===== src/rtl/gpio_edge_pkg.sv =====
package gpio_edge_pkg;

  localparam int unsigned MASK_W = 32;

  // fixed set of pins able to wake a halted CPU, per bank
  function automatic logic [MASK_W-1:0] wake_capable(input int unsigned bank);
    logic [MASK_W-1:0] m;
    case (bank)
      0: m = 32'h8003_FE1B;
      1: m = 32'h0020_01FC;
      2: m = 32'hEC08_0000;
      3: m = 32'h0012_007F;
      default: m = '0;
    endcase
    return m;
  endfunction

endpackage


===== src/rtl/gpio_edge_bank.sv =====
module gpio_edge_bank
  import gpio_edge_pkg::*;
#(
  parameter int unsigned BANK_W    = 32,
  parameter int unsigned BANK_IDX  = 0,
  parameter int unsigned NUM_LINES = 128
) (
  input  logic              clk,
  input  logic              rst,
  input  logic              armed,
  input  logic [BANK_W-1:0] level,
  input  logic [BANK_W-1:0] dir,
  input  logic [BANK_W-1:0] rise_en,
  input  logic [BANK_W-1:0] fall_en,
  input  logic              clr_hit,
  input  logic [BANK_W-1:0] clr_mask,
  output logic [BANK_W-1:0] status_q,
  output logic [BANK_W-1:0] status_nxt,
  output logic              wake_hit
);

  function automatic logic [BANK_W-1:0] present_lines();
    logic [BANK_W-1:0] m;
    for (int b = 0; b < int'(BANK_W); b++)
      m[b] = ((BANK_IDX * BANK_W + b) < NUM_LINES);
    return m;
  endfunction

  localparam logic [BANK_W-1:0] LINE_MASK = present_lines();
  localparam logic [BANK_W-1:0] WAKE_MASK = BANK_W'(wake_capable(BANK_IDX));

  logic [BANK_W-1:0] prev_q;
  logic [BANK_W-1:0] qual;
  logic [BANK_W-1:0] rise_ev;
  logic [BANK_W-1:0] fall_ev;
  logic [BANK_W-1:0] clr_vec;

  always_comb begin
    qual       = ~dir & LINE_MASK & {BANK_W{armed}};
    rise_ev    = level & ~prev_q & rise_en & qual;
    fall_ev    = ~level & prev_q & fall_en & qual;
    clr_vec    = clr_hit ? clr_mask : '0;
    status_nxt = (status_q & ~clr_vec) | rise_ev | fall_ev;
    wake_hit   = |((level ^ prev_q) & qual & WAKE_MASK);
  end

  always_ff @(posedge clk) begin
    if (rst) begin
      prev_q   <= '0;
      status_q <= '0;
    end else begin
      prev_q   <= level;
      status_q <= status_nxt;
    end
  end

  // a set bit only drops where the clear mask asked for it
  a_r4_sticky: assert property (@(posedge clk) disable iff (rst)
    1'b1 |=> (($past(status_q) & ~$past(clr_vec) & ~status_q) == '0));

  // newly set bits come from present input pins that changed level
  a_r3_new_bit_qualified: assert property (@(posedge clk) disable iff (rst)
    1'b1 |=> ((status_q & ~$past(status_q) &
               ~($past(level ^ prev_q) & ~$past(dir) & LINE_MASK)) == '0));

  // an event in a cycle leaves its bit set even under a clear
  a_r5_edge_beats_clear: assert property (@(posedge clk) disable iff (rst)
    1'b1 |=> (($past(rise_ev | fall_ev) & ~status_q) == '0));

endmodule


===== src/rtl/gpio_irq_reduce.sv =====
module gpio_irq_reduce #(
  parameter int unsigned NUM_BANKS = 4,
  parameter int unsigned BANK_W    = 32
) (
  input  logic                          clk,
  input  logic                          rst,
  input  logic [NUM_BANKS*BANK_W-1:0]   status_nxt,
  output logic                          irq_pin0,
  output logic                          irq_pin1,
  output logic                          irq_other
);

  localparam int unsigned TOTAL = NUM_BANKS * BANK_W;

  always_ff @(posedge clk) begin
    if (rst) begin
      irq_pin0  <= 1'b0;
      irq_pin1  <= 1'b0;
      irq_other <= 1'b0;
    end else begin
      irq_pin0  <= status_nxt[0];
      irq_pin1  <= status_nxt[1];
      irq_other <= |status_nxt[TOTAL-1:2];
    end
  end

endmodule


===== src/rtl/gpio_wake_pulse.sv =====
module gpio_wake_pulse #(
  parameter int unsigned NUM_BANKS = 4
) (
  input  logic                 clk,
  input  logic                 rst,
  input  logic [NUM_BANKS-1:0] bank_hit,
  input  logic                 cpu_halted,
  output logic                 wake_req
);

  always_ff @(posedge clk) begin
    if (rst) wake_req <= 1'b0;
    else     wake_req <= cpu_halted & (|bank_hit);
  end

  // a request only follows a cycle in which the CPU was halted
  a_r8_needs_halt: assert property (@(posedge clk) disable iff (rst)
    wake_req |-> $past(cpu_halted));

endmodule


===== src/rtl/gpio_edge_irq.sv =====
module gpio_edge_irq #(
  parameter int unsigned NUM_BANKS  = 4,
  parameter int unsigned BANK_W     = 32,
  parameter int unsigned NUM_LINES  = 128,
  parameter int unsigned BANK_SEL_W = (NUM_BANKS > 1) ? $clog2(NUM_BANKS) : 1
) (
  input  logic                          clk,
  input  logic                          rst,
  input  logic [NUM_BANKS*BANK_W-1:0]   pin_level,
  input  logic [NUM_BANKS*BANK_W-1:0]   pin_dir,
  input  logic [NUM_BANKS*BANK_W-1:0]   rise_en,
  input  logic [NUM_BANKS*BANK_W-1:0]   fall_en,
  input  logic                          clr_valid,
  input  logic [BANK_SEL_W-1:0]         clr_bank,
  input  logic [BANK_W-1:0]             clr_mask,
  input  logic                          cpu_halted,
  output logic [NUM_BANKS*BANK_W-1:0]   edge_status,
  output logic                          irq_pin0,
  output logic                          irq_pin1,
  output logic                          irq_other
  ,
  output logic                          wake_req
);

  localparam int unsigned TOTAL = NUM_BANKS * BANK_W;

  logic                 armed_q;
  logic [TOTAL-1:0]     status_nxt;
  logic [NUM_BANKS-1:0] bank_hit;

  // history is valid from the second clock after reset
  always_ff @(posedge clk) begin
    if (rst) armed_q <= 1'b0;
    else     armed_q <= 1'b1;
  end

  for (genvar k = 0; k < int'(NUM_BANKS); k++) begin : g_bank
    logic clr_hit;
    assign clr_hit = clr_valid && (clr_bank == BANK_SEL_W'(k));

    gpio_edge_bank #(
      .BANK_W   (BANK_W),
      .BANK_IDX (k),
      .NUM_LINES(NUM_LINES)
    ) u_bank (
      .clk       (clk),
      .rst       (rst),
      .armed     (armed_q),
      .level     (pin_level[k*BANK_W +: BANK_W]),
      .dir       (pin_dir[k*BANK_W +: BANK_W]),
      .rise_en   (rise_en[k*BANK_W +: BANK_W]),
      .fall_en   (fall_en[k*BANK_W +: BANK_W]),
      .clr_hit   (clr_hit),
      .clr_mask  (clr_mask),
      .status_q  (edge_status[k*BANK_W +: BANK_W]),
      .status_nxt(status_nxt[k*BANK_W +: BANK_W]),
      .wake_hit  (bank_hit[k])
    );
  end

  gpio_irq_reduce #(
    .NUM_BANKS(NUM_BANKS),
    .BANK_W   (BANK_W)
  ) u_irq (
    .clk       (clk),
    .rst       (rst),
    .status_nxt(status_nxt),
    .irq_pin0  (irq_pin0),
    .irq_pin1  (irq_pin1),
    .irq_other (irq_other)
  );

  gpio_wake_pulse #(
    .NUM_BANKS(NUM_BANKS)
  ) u_wake (
    .clk       (clk),
    .rst       (rst),
    .bank_hit  (bank_hit),
    .cpu_halted(cpu_halted),
    .wake_req  (wake_req)
  );

  // dedicated lines track bank 0 bits 0 and 1
  a_r6_pin0_line: assert property (@(posedge clk) disable iff (rst)
    irq_pin0 == edge_status[0]);
  a_r6_pin1_line: assert property (@(posedge clk) disable iff (rst)
    irq_pin1 == edge_status[1]);

  // shared line tracks every other status bit
  a_r7_shared_line: assert property (@(posedge clk) disable iff (rst)
    irq_other == (|edge_status[TOTAL-1:2]));

  // nothing is recorded before the history copy is loaded
  a_r10_no_event_unarmed: assert property (@(posedge clk) disable iff (rst)
    !armed_q |=> (edge_status == '0));

endmodule


===== config.mk =====
export PLATFORM = sky130hd
export DESIGN_NAME = gpio_edge_irq
export DESIGN_NICKNAME = d
export VERILOG_FILES = /design/src/rtl/gpio_edge_pkg.sv /design/src/rtl/gpio_edge_bank.sv /design/src/rtl/gpio_irq_reduce.sv /design/src/rtl/gpio_wake_pulse.sv /design/src/rtl/gpio_edge_irq.sv
export SDC_FILE = /design/constraint.sdc
export NUM_CORES = 1
export LEC_CHECK = 0
export ABC_AREA = 0
export ABC_CLOCK_PERIOD_IN_PS = 2100
export BUFFER_PORTS_ARGS = -buffer_cell sky130_fd_sc_hd__buf_2
export CAP_MARGIN = 10
export CORE_AREA = 2 2 267 269
export CTS_BUF_LIST = sky130_fd_sc_hd__clkbuf_4 sky130_fd_sc_hd__clkbuf_8 sky130_fd_sc_hd__clkbuf_16
export DETAILED_ROUTE_END_ITERATION = 10
export DIE_AREA = 0 0 269 271
export PLACE_DENSITY = 0.39
export SETUP_SLACK_MARGIN = 0.15
export SLEW_MARGIN = 0
export SYNTH_ARGS = -nofsm -noshare
export SYNTH_HDL_FRONTEND = slang
export SYNTH_HIERARCHICAL = 1
export SYNTH_SLANG_ARGS = --single-unit

===== constraint.sdc =====
create_clock -name clk -period 2.1 [get_ports clk]
set_clock_uncertainty 0.15 [all_clocks]
set_input_delay 0.21 -clock clk [delete_from_list [all_inputs] [get_ports clk]]
set_output_delay 0.21 -clock clk [all_outputs]
set_load 0.02 [all_outputs]

== After elaboration in Yosys (flattened, before gate mapping) ==
Index checks and enable logic that the tools add are counted.

* Bits in registers: 261
* Output and inout bits: 132

* Equality and inequality tests: 3
* Multiplexer cells: 5
* Bitwise gates (word level): 65
* Reductions and logical operators: 7

{| class="wikitable"
|+ Operator list
! cell !! number
|-
| AND 32 bit || 34
|-
| inverter 32 bit || 16
|-
| OR 32 bit || 8
|-
| 2-to-1 mux 32 bit || 4
|-
| OR reduction 126 bit || 1
|-
| XOR 32 bit || 2
|-
| OR reduction 37 bit || 1
|-
| AND 22 bit || 1
|-
| XOR 22 bit || 1
|-
| AND 21 bit || 1
|-
| XOR 21 bit || 1
|-
| == test 2 bit (second input constant) || 2
|-
| logical AND 1 bit || 4
|-
| == test 2 x 1 -> 1 bit (second input constant) || 1
|-
| logical NOT 2 bit || 1
|-
| AND 1 bit || 1
|-
| 2-to-1 mux 1 bit || 1
|}

== Depth between registers and ports, before layout ==
* Depth after elaboration: 8
* Gate-level depth with buffers: 10

== Modules after synthesis ==
Netlist, hierarchy kept.

{| class="wikitable"
|+ Modules (own cells, without submodules)
! module !! times used !! cells each !! area an instance (µm²) !! seq. area each (µm²)
|-
| gpio_edge_bank (g_bank[1].u_bank) || 1 || 408 || 3458.3 || 1281.2
|-
| gpio_edge_bank (g_bank[2].u_bank) || 1 || 407 || 3405.8 || 1281.2
|-
| gpio_edge_bank (g_bank[0].u_bank) || 1 || 359 || 3374.5 || 1281.2
|-
| gpio_edge_bank (g_bank[3].u_bank) || 1 || 352 || 3171.8 || 1281.2
|-
| gpio_irq_reduce || 1 || 48 || 344.1 || 60.1
|-
| gpio_edge_irq || 1 || 6 || 61.3 || 20.0
|-
| gpio_wake_pulse || 1 || 3 || 33.8 || 20.0
|}

== Least setup slack after synthesis ==
OpenSTA, ideal clock, no wires.

* Path type: register -> register
* Start point: register armed_q
* End point: register u_irq.irq_other
* Setup time: 127 ps
* Data arrival time: 1722 ps
* Data required time: 1823 ps
* Slack: 101 ps
* Cell stages (with the launch flop): 9
* Buffers on the path: 1
* Cells stage by stage: dfxtp_1 -> inv_2 -> buf_12 -> nor3_1 -> or2_2 -> nor4_1 -> nand4_1 -> nor4_1 -> a21oi_1

* Longest elaborated chain between the ends: 5
* Elaborated cells on any way between the ends: 21
* Those cells by class: bitwise (20); reduce/logical (1)

{| class="wikitable"
|+ RTL lines
! what !! RTL line !! source
|-
| start, declared || gpio_edge_irq.sv:27 || <nowiki>logic armed_q;</nowiki>
|-
| start signal, assigned || gpio_edge_irq.sv:33 || <nowiki>if (rst) armed_q <= 1'b0;</nowiki>
|-
| start signal, assigned || gpio_edge_irq.sv:34 || <nowiki>else armed_q <= 1'b1;</nowiki>
|-
| AND 32 bit * || gpio_edge_bank.sv:39 || <nowiki>qual = ~dir & LINE_MASK & {BANK_W{armed}};</nowiki>
|-
| AND 32 bit || gpio_edge_bank.sv:40 || <nowiki>rise_ev = level & ~prev_q & rise_en & qual;</nowiki>
|-
| OR 32 bit || gpio_edge_bank.sv:43 || <nowiki>status_nxt = (status_q & ~clr_vec) | rise_ev | fall_ev;</nowiki>
|-
| OR 32 bit * || gpio_edge_bank.sv:43 ||
|-
| via status_nxt[101] || gpio_edge_irq.sv:28 || <nowiki>logic [TOTAL-1:0] status_nxt;</nowiki>
|-
| OR reduction 126 bit * || gpio_irq_reduce.sv:23 || <nowiki>irq_other <= |status_nxt[TOTAL-1:2];</nowiki>
|-
| end signal, assigned || gpio_irq_reduce.sv:23 ||
|-
| end, declared || gpio_irq_reduce.sv:10 || <nowiki>output logic irq_other</nowiki>
|}

The timed path passes the listed nets; every way through them passes the cells marked *.
A chain may end at the register's enable or synchronous reset.

== Worst setup path in the final report ==
* Start point: input pin_level[49]
* End point: register u_irq.irq_other

* Longest elaborated chain between the ends: 6
* Elaborated cells on any way between the ends: 10
* Those cells by class: bitwise (9); reduce/logical (1)

{| class="wikitable"
|+ RTL lines
! what !! RTL line !! source
|-
| start, declared || gpio_edge_irq.sv:9 || <nowiki>input logic [NUM_BANKS*BANK_W-1:0] pin_level,</nowiki>
|-
| AND 32 bit or inverter 32 bit (tied branches) || gpio_edge_bank.sv:40, gpio_edge_bank.sv:41 ||
|-
| AND 32 bit (on tied branches) (2 in a row) || gpio_edge_bank.sv:40, gpio_edge_bank.sv:41 ||
|-
| OR 32 bit or AND 32 bit (tied branches) || gpio_edge_bank.sv:43, gpio_edge_bank.sv:41 ||
|-
| OR 32 bit * || gpio_edge_bank.sv:43 ||
|-
| via status_nxt[49] || gpio_edge_irq.sv:28 ||
|-
| OR reduction 126 bit * || gpio_irq_reduce.sv:23 ||
|}

Marked as above.

==> metrics.md <==
| Metric | Value |
|---|---|
| Post-Synth Simple-Gate Area | `27.4%` |
| Final nets | `3,439` |
| Final Setup Violations | `1` |
| EDFF count, synth | `0` |
| Synth Flop Type | `dfxtp_1` |
| Synth Net Count | `2,207` |
| First-pass GRT wire length | `117,000 um` |
| Final Hold Fails | `9` |
| FMAX | `0.411 GHz` |
| Mux share of post-synthesis cell area | `0%` |
| Final worst path period share | `116%` |
| Highest metal used | `met5` |
| DRT met1 WL | `34,100 um` |
| Root Driver | `clkbuf_16` |
| Die area | `0.0729 mm^2` |
| PortBufs | `681` |
| Avg Cell Area, Syn | `8.75 um^2` |
| Vias per inst | `4.42` |
| XOR/XNOR Fraction of Synth Area | `0%` |
| Vias in the first global route | `17,700` |
| Top cell type's share of synthesized area | `37.7%` |
| TNS Setup | `-0.332 ns` |
| Outcome | `complete, but fails checks` |
| All-layer global routing usage | `22.1%` |
| First-pass iteration count of the detailed router | `5` |
| Global placer's final weighted congestion | `0.852` |
| Max H-tree Level | `2` |
| Post-Synth Adder-Cell Area | `6.69%` |
| Max Cap Violations | `0` |
| Post-route DRC | `0` |
| Worst setup SP type | `primary input` |
| Post-Syn Area | `0.0138 mm^2` |
| Total Wirelength | `83,500 um` |
| TritonCTS Buffers | `39` |
| CTS Buffer Depth | `3` |
| Compound-Gate Fraction of Synth Area | `21.4%` |
| Cell variety after synth | `42` |
| Hold Crit Class | `in -> reg` |
| Most numerous cell in the Yosys netlist | `nand2_1` |
| Synthesis-stage register bit count | `261` |
| Routed Antenna Nets | `0` |
| Main combinational cell family by area after synthesis | `simple AND/OR/NAND/NOR gates` |
| Required time worst endpoint | `2.38 ns` |
| Yosys warns | `6` |
| Core area | `0.0698 mm^2` |
| IO Pins | `682` |
| Die X | `269 um` |
| Synth area leaders | `dfxtp_1 (38%), nand2_1 (7.8%), nand3b_1 (7.2%)` |
| Worst vdd ir | `443 uV` |
| Cell accounting for the most synthesized area | `dfxtp_1` |
| Final worst setup slack | `-0.332 ns` |
| Share of cells above drive strength 1 | `38.6%` |
| Die H | `271 um` |
| WP data arrival | `2.71 ns` |
| Mapped Cells | `1,583` |
| Routed length per instance | `22.0 um` |
| Worst Hold Slack | `-0.0571 ns` |
| Clk slew on worst S/H paths | `0.06 ns` |
| Core Rows | `97` |
| Worst-path maximum fanout | `3` |
| Routed wl met2 | `42,200 um` |
| Pleak | `11.9 nW` |
| Initial core utilization | `19.8%` |
| Power Dens Cells | `625 mW/mm^2` |
| Failing checks | `hold timing, setup timing` |
| Metal3 WL | `5030 um` |
| Via count | `16,700` |
| Pin count of the biggest net entering global routing | `55` |
| Area growth from synthesis to layout | `84.7%` |
| Grt total ovfl | `0` |
| CP Capture Type | `flip-flop` |
| Slew HR | `55.2%` |
| Setup CP Type | `in -> reg` |
| Fin. max-slew vios | `0` |
| 1st-iter DRT viols | `725` |
| Least-Margin Pin Slew | `0.669 ns` |
| TritonCTS clock tree | `done` |
| Unrepaired setup endpoints after global routing | `yes` |
| Post-synthesis sequential area ratio | `37.7%` |
| Crit path time final | `2.43 ns` |
| Hpwl dp | `65,000 um` |
| Synth async-reset ratio | `0%` |
| Antenna violations before repair | `11` |
| Skew-Pair Late Insertion Delay | `0.56 ns` |
| Top cells by count, synth | `nand2_1 (286), dfxtp_1 (261), inv_1 (139)` |
| Post-Place Setup Slack | `-1.17 ns` |
| Clock Sinks | `261` |
==> cell type report <==
cell class / count / area (um^2)
sequential: 261 / 5230
antenna: 3 / 7.51
tap: 940 / 1180
multi-input combinational: 1117 / 8080
inverter: 141 / 542
clock inverter: 14 / 150
fill: 7308 / 44200
timing repair buffer: 1255 / 9160
clock buffer: 57 / 1230
==> cells by family (layout without fill, tap and decap cells) <==
group | count (synthesis) | after routing
AND/OR/NAND/NOR | 691 | 691
other | 0 | 3
flip-flops | 261 | 261
adder cells (fa/ha/maj) | 74 | 74
AO/OA/AOI/OAI | 352 | 352
buffers and inverters | 205 | 1467
==> placed cells by master, fill, tap and decap left out, drive strengths merged, types with 2 or more instances in the layout <==
master	n
nor3b	53
o22ai	18
dlymetal6s4s	7
a21bo	22
nor2b	125
dlygate4sd3	333
a32o	64
o2bb2ai	50
nand2	287
nand4	8
a22o	14
inv	141
clkinvlp	2
clkbuf	58
nand3b	132
o21ai	50
ha	74
diode	3
nor4	34
bufinv	3
clkinv	9
a211o	41
nor2	41
buf	911
nor3	3
and3b	2
and2b	4
bufbuf	3
dfxtp	261
o31ai	22
a22oi	23
a21oi	43
==> layer usage <==
layer	vias up	track usage, %
met5	-	0
met4	4	6.05
met3	99	4.95
met2	508	40.5
met1	8052	25.5
li1	8063	-
==> per-stage QoR <==
step	util (%)	power [W]	hold slack [ns]	area, um^2	instances
6_report	36.7	0.0160	-0.0571	25600	3788
5_1_grt	36.7	0.0167	-0.0692	25600	3787
4_1_cts	36.3	0.0162	-0.0933	25400	3778
3_5_place_dp	28.8	0.00831	0.301	20100	3361
3_3_place_gp	28.8	0.00828	0.292	20100	3361
2_1_floorplan	-	0.00651	0.116	13900	1583
==> sequential cells by signal, indices dropped and copies added (netlist names) <==
register,count
armed_q,1
g_bank.u_bank/prev_q,128
g_bank.u_bank/status_q,128
u_irq/irq_other,1
u_irq/irq_pin0,1
u_irq/irq_pin1,1
u_wake/wake_req,1
==> where the power goes <==
part	leakage, nW	internal [W]	switching, W
sequential	2.15	0.00519	0.000130
combinational	9.03	0.00183	0.00172
clock	0.693	0.00443	0.00270
total	11.9	0.0115	0.00455
==> worst max-delay path: stages <==
cell and delay [ns]:
buf_2 0.07, dlygate4sd3_1 0.58, nand3b_1 0.13, o21ai_2 0.09, a32o_2 0.30, nor4_4 0.43
buf_4 0.19, nand4_1 0.24, nor4_4 0.39, a21oi_2 0.08
==> what timing repair did <==
item | 4_1_cts | 5_1_grt
hold buffers | 338 | 2
hold endpoints to repair | 254 | 11
buffers inserted | 5 | 4
gates resized for setup | 63 | 39
setup endpoints to repair | 4 | 22
cloned | 3 | 1
pin swaps | 23 | 21
==> path summary, 6_finish.rpt <==
kind	from	to	slack [ns]	cells past startpoint
worst max register to register	armed_q	u_irq/irq_other	-0.32	7
worst max-delay path	pin_level[49]	u_irq/irq_other	-0.33	10
worst min register to register	g_bank[1].u_bank/status_q[19]	g_bank[1].u_bank/status_q[19]	0.32	2
worst min-delay path	rise_en[122]	g_bank[3].u_bank/status_q[26]	-0.06	4
(Power assumes the default switching activity.)
